$ cat src/rtl/pwr_mode_pkg.sv
package pwr_mode_pkg;

  typedef enum logic [2:0] {
    MODE_OFF     = 3'd0,
    MODE_HIB     = 3'd1,
    MODE_DOZE    = 3'd2,
    MODE_IDLE    = 3'd3,
    MODE_RX_WARM = 3'd4,
    MODE_RX      = 3'd5,
    MODE_TX_WARM = 3'd6,
    MODE_TX      = 3'd7
  } mode_e;

  // strobes from control to datapath
  typedef struct packed {
    logic loadWarm;
    logic warmIsTx;
    logic setIrq;
  } seq_strobe_t;

endpackage

$ cat src/rtl/pwr_mode_dp.sv
module pwr_mode_dp
  import pwr_mode_pkg::*;
#(
  parameter int RX_WARM_CYC = 2304,
  parameter int TX_WARM_CYC = 2304
) (
  input  logic        clk,
  input  logic        rstN,
  input  logic        rxTxEn,
  input  logic        irqRead,
  input  seq_strobe_t strobe,
  output logic        enRise,
  output logic        warmDone,
  output logic        readyIrq
);

  localparam int MAX_CYC = (RX_WARM_CYC > TX_WARM_CYC) ? RX_WARM_CYC : TX_WARM_CYC;
  localparam int CNT_W   = $clog2(MAX_CYC + 1);
  localparam logic [CNT_W-1:0] RX_LOAD = CNT_W'(RX_WARM_CYC - 1);
  localparam logic [CNT_W-1:0] TX_LOAD = CNT_W'(TX_WARM_CYC - 1);

  logic             enPrev;
  logic [CNT_W-1:0] warmCnt;
  logic             irqQ;

  always_ff @(posedge clk or negedge rstN) begin
    if (!rstN) enPrev <= 1'b0;
    else       enPrev <= rxTxEn;
  end

  assign enRise = rxTxEn & ~enPrev;

  always_ff @(posedge clk or negedge rstN) begin
    if (!rstN)                warmCnt <= '0;
    else if (strobe.loadWarm) warmCnt <= strobe.warmIsTx ? TX_LOAD : RX_LOAD;
    else if (warmCnt != '0)   warmCnt <= warmCnt - 1'b1;
  end

  assign warmDone = (warmCnt == '0);

  always_ff @(posedge clk or negedge rstN) begin
    if (!rstN)              irqQ <= 1'b0;
    else if (strobe.setIrq) irqQ <= 1'b1;
    else if (irqRead)       irqQ <= 1'b0;
  end

  assign readyIrq = irqQ;

endmodule

$ cat src/rtl/pwr_mode_ctrl.sv
module pwr_mode_ctrl
  import pwr_mode_pkg::*;
(
  input  logic        clk,
  input  logic        rstN,
  input  logic        attnN,
  input  logic        rxTxEn,
  input  logic        enRise,
  input  logic        txSel,
  input  logic        cmdHib,
  input  logic        cmdDoze,
  input  logic        timerWakeEn,
  input  logic        timerMatch,
  input  logic        warmDone,
  output mode_e       mode,
  output seq_strobe_t strobe
);

  mode_e nextMode;

  always_comb begin
    nextMode = mode;
    strobe   = '0;
    unique case (mode)
      MODE_OFF: begin
        nextMode      = MODE_IDLE;
        strobe.setIrq = 1'b1;
      end
      MODE_HIB: begin
        if (!attnN) begin
          nextMode      = MODE_IDLE;
          strobe.setIrq = 1'b1;
        end
      end
      MODE_DOZE: begin
        if (!attnN || (timerWakeEn && timerMatch)) begin
          nextMode      = MODE_IDLE;
          strobe.setIrq = 1'b1;
        end
      end
      MODE_IDLE: begin
        if (enRise) begin
          strobe.loadWarm = 1'b1;
          strobe.warmIsTx = txSel;
          nextMode        = txSel ? MODE_TX_WARM : MODE_RX_WARM;
        end else if (cmdHib) begin
          nextMode = MODE_HIB;
        end else if (cmdDoze) begin
          nextMode = MODE_DOZE;
        end
      end
      MODE_RX_WARM: begin
        if (!rxTxEn)       nextMode = MODE_IDLE;
        else if (warmDone) nextMode = MODE_RX;
      end
      MODE_TX_WARM: begin
        if (!rxTxEn)       nextMode = MODE_IDLE;
        else if (warmDone) nextMode = MODE_TX;
      end
      MODE_RX, MODE_TX: begin
        if (!rxTxEn) nextMode = MODE_IDLE;
      end
      default: nextMode = MODE_OFF;
    endcase
  end

  always_ff @(posedge clk or negedge rstN) begin
    if (!rstN) mode <= MODE_OFF;
    else       mode <= nextMode;
  end

endmodule

$ cat src/rtl/pwr_mode_seq.sv
module pwr_mode_seq
  import pwr_mode_pkg::*;
#(
  parameter int RX_WARM_CYC = 2304,
  parameter int TX_WARM_CYC = 2304
) (
  input  logic       clk,
  input  logic       rstN,
  input  logic       attnN,
  input  logic       rxTxEn,
  input  logic       txSel,
  input  logic       cmdHib,
  input  logic       cmdDoze,
  input  logic       timerWakeEn,
  input  logic       timerMatch,
  input  logic       irqRead,
  input  logic       altIdleEn,
  output logic [2:0] mode,
  output logic       oscEn,
  output logic       rfRxEn,
  output logic       rfTxEn,
  output logic       outOfIdle,
  output logic       readyIrq
);

  mode_e       curMode;
  seq_strobe_t strobe;
  logic        enRise;
  logic        warmDone;

  pwr_mode_ctrl u_ctrl (
    .clk        (clk),
    .rstN       (rstN),
    .attnN      (attnN),
    .rxTxEn     (rxTxEn),
    .enRise     (enRise),
    .txSel      (txSel),
    .cmdHib     (cmdHib),
    .cmdDoze    (cmdDoze),
    .timerWakeEn(timerWakeEn),
    .timerMatch (timerMatch),
    .warmDone   (warmDone),
    .mode       (curMode),
    .strobe     (strobe)
  );

  pwr_mode_dp #(
    .RX_WARM_CYC(RX_WARM_CYC),
    .TX_WARM_CYC(TX_WARM_CYC)
  ) u_dp (
    .clk     (clk),
    .rstN    (rstN),
    .rxTxEn  (rxTxEn),
    .irqRead (irqRead),
    .strobe  (strobe),
    .enRise  (enRise),
    .warmDone(warmDone),
    .readyIrq(readyIrq)
  );

  assign mode      = curMode;
  assign oscEn     = (curMode != MODE_OFF) && (curMode != MODE_HIB);
  assign rfRxEn    = (curMode == MODE_RX_WARM) || (curMode == MODE_RX);
  assign rfTxEn    = (curMode == MODE_TX_WARM) || (curMode == MODE_TX);
  assign outOfIdle = altIdleEn && curMode[2];

endmodule

$ cat config.mk
export PLATFORM = sky130hd
export DESIGN_NAME = pwr_mode_seq
export DESIGN_NICKNAME = d
export VERILOG_FILES = /design/src/rtl/pwr_mode_pkg.sv /design/src/rtl/pwr_mode_dp.sv /design/src/rtl/pwr_mode_ctrl.sv /design/src/rtl/pwr_mode_seq.sv
export SDC_FILE = /design/constraint.sdc
export NUM_CORES = 1
export LEC_CHECK = 0
export BUFFER_PORTS_ARGS = -buffer_cell sky130_fd_sc_hd__buf_4
export CORE_UTILIZATION = 41
export DETAILED_ROUTE_END_ITERATION = 8
export HOLD_SLACK_MARGIN = 0.02
export PLACE_DENSITY = 0.6
export RECOVER_POWER = 50
export SYNTH_ARGS = -nofsm -noshare
export SYNTH_HDL_FRONTEND = slang
export SYNTH_HIERARCHICAL = 1
export SYNTH_SLANG_ARGS = --single-unit
export TNS_END_PERCENT = 100
$ cat constraint.sdc
create_clock -name clk -period 4.4 [get_ports clk]
set_input_delay 0 -clock clk [delete_from_list [all_inputs] [get_ports clk]]
set_output_delay 0 -clock clk [all_outputs]
set_load 0.05 [all_outputs]
==> qor.tcl <==
set qor(tritoncts) {yes}
set qor(critPathSlowestCell) {nor3b_4}
set qor(synthesis.area_per_instance_um2) 10.5
set qor(routedWlPerCell_um) 12.7
set qor(holdCritPathClass) {input pin to register}
set qor(initial_core_util) 0.432
set qor(worst-endpoint-required_ns) 4.57
set qor(worst_setup_path_end_kind) {register}
set qor(placeableCoreArea_um2) 2190
set qor(first_iter_violations) 10
set qor(place.detailed.instances) 133
set qor(post-dp-hpwl_mm) 1.28
set qor(intPower_mw) 0.355
set qor(netlist_area_before_placement_um2) 946
set qor(rsz0062_at_grt) {false}
set qor(min_period_over_period) 0.495
set qor(final-setup-viol-count) 0
set qor(crit_path_max_fanout) 9
set qor(grt_use_met3) 0.0370
set qor(first_pass_grt_wire_length_mm) 3.11
set qor(cts.hold.buffers_added) 4
set qor(yosysWarningCount) 6
set qor(max_cap_violations) 0
set qor(route.vias.total) 739
set qor(ctsResizeCount) 0
set qor(finalHoldViolCount) 0
set qor(top_usage_layer) {met2}
set qor(worst_pin_slew_ns) 0.915
set qor(relSlewSlack) 0.390
set qor(vias_in_the_first_global_route) 722
set qor(pwr-share-comb) 0.466
set qor(final_layout_worst_hold_slack_ns) 0.0493
set qor(setup-tns-final_ns) 0
set qor(htree_levels) 1
set qor(chipWidth_um) 50.0
set qor(grt_overall_usage) 0.166
set qor(power-per-cell-area_nw_per_um2) 558
set qor(grtUsageMet2) 0.251
set qor(switching_power_mw) 0.287
set qor(clk-insertion-delay-late_ns) 0.29
set qor(grt_antenna_before_repair) 0
set qor(worstSetupStartpointType) {register}
set qor(io_buffer_count) 18
set qor(max_slew_violation_count) 0
set qor(clockPowerShare) 0.130
set qor(timing.clock.skew_ns) 0.0124
set qor(layout-drive-gt1-share) 0.248
set qor(power.ir.vdd_worst_mv) 0.370
set qor(die_area_um2) 2500
set qor(mappedNetlistNets) 103
set qor(die-height_um) 50.0
set qor(netlist_instances) 90
set qor(largest_stage_delay_on_the_critical_path_ns) 0.51
set qor(total_power_mw) 0.643
set qor(regArea_um2) 425
set qor(cts_clk_pin_slew_worst_paths_ns) 0.11
set qor(multi_input_comb_area_um2) 493
set qor(syn_to_final_growth_pct) 21.8
set qor(clkSinkCount) 17
set qor(antenna_violating_nets_post_route) 0
set qor(finalWirelength_mm) 1.79
set qor(remaining_global_route_overflow) 0
set qor(antennaDiodeCount) 0
set qor(grt.met1_usage) 0.226
set qor(pwr-share-seq) 0.404
set qor(detail_route.drc_violations) 0
set qor(post_cts.repair.setup_buffers) 0
set qor(period_needed_ns) 2.18
set qor(clockBufferDepth) 2
set qor(placementRows) 17
set qor(routabilityCongestion) 0.734
set qor(critical_path_arrival_ns) 2.35
set qor(netSwitchingFraction) 0.447
set qor(max_freq_mhz) 459
set qor(root_buffer) {clkbuf_4}
set qor(route.detailed.vias_per_inst) 5.24
set qor(fill_cells) 213
set qor(timing.setup.critical_path_class) {register to register}
set qor(stdcell_count) 141
set qor(cts_buffer_count) 3
set qor(outcome) {completed}
set qor(timing.critical_path.cells) {inv_1 -> ha_1 -> nor4b_2 -> nor3b_4 -> nor4_1 -> or3_1}
set qor(layout.nets) 127
set qor(ios) 19
set qor(drt-pass1-iter-count) 4
set qor(pin_count_of_the_biggest_net_entering_global_routing) 18
set qor(leakagePower_nw) 0.463
## layout by cell type, fill, tap and decap left out, types with 2 or more instances in the layout
master          n
or3_1           3
clkbuf_4        3
a21oi_1         6
o31ai_1         2
ha_1            2
clkbuf_1        5
inv_1           4
nor2_1          5
or2_1           2
o21ai_0         2
a211oi_1        2
nor2b_1         3
xnor2_1         5
nor4_1          3
dfrtp_1        17
nand2b_1        2
mux2i_1         2
or4_1           3
nand2_1         2
buf_4          13
dlygate4sd3_1   4
## final cells by class
class	instances	area share
multi-input combinational	66	0.428
sequential	17	0.369
timing repair buffer	22	0.136
tap	28	0.0304
clock buffer	3	0.0195
inverter	4	0.0130
clock inverter	1	0.00434
## metrics by stage
stage,cell area (um^2),setup slack [ns],util
finish,1150,2.22,0.526
global route,1150,2.05,0.526
CTS,1170,2.22,0.535
detailed placement,1100,2.25,0.504
global placement,1100,2.30,0.504
floorplan,946,2.50,-
## layer usage
metal | up-vias | routed length [um]
met5 | - | 0
met4 | 0 | 17
met3 | 2 | 47
met2 | 10 | 813
met1 | 353 | 913
li1 | 374 | -
## critical path: cells and delay by family, from the launching register on
| family | cells | cell delay, ns |
|---|---|---|
| flops | 1 | 0.40 |
| fa+ha+maj | 1 | 0.15 |
| simple gates | 4 | 1.39 |
| buf+inv | 1 | 0.11 |
## final timing paths
path	start	endpoint	slack, ns	cells after the start
max	u_dp/warmCnt[0]	u_dp/warmCnt[5]	2.22	6
max reg2reg	u_dp/warmCnt[0]	u_dp/warmCnt[5]	2.22	6
min in group asynchronous	rstN	u_dp/warmCnt[3]	0.34	2
min reg2reg	u_dp/readyIrq	u_dp/readyIrq	0.49	1
min	attnN	u_ctrl/mode[0]	0.05	3
max in group asynchronous	rstN	u_dp/enPrev	3.49	2
## flip-flops by register name, indices dropped and copies added (netlist names)
name,flops
u_dp/warmCnt,12
u_ctrl/mode,3
u_dp/enPrev,1
u_dp/readyIrq,1
## power groups by stage
stage	Clock [mW]	Sequential, mW	Combinational (mW)
final	0.0834	0.260	0.299
after global placement	0	0.262	0.306
after CTS	0.0868	0.260	0.314
after detailed placement	0	0.262	0.310
after floorplan	0	0.306	0.180
after global routing	0.0911	0.270	0.326
(Power assumes the default switching activity.)
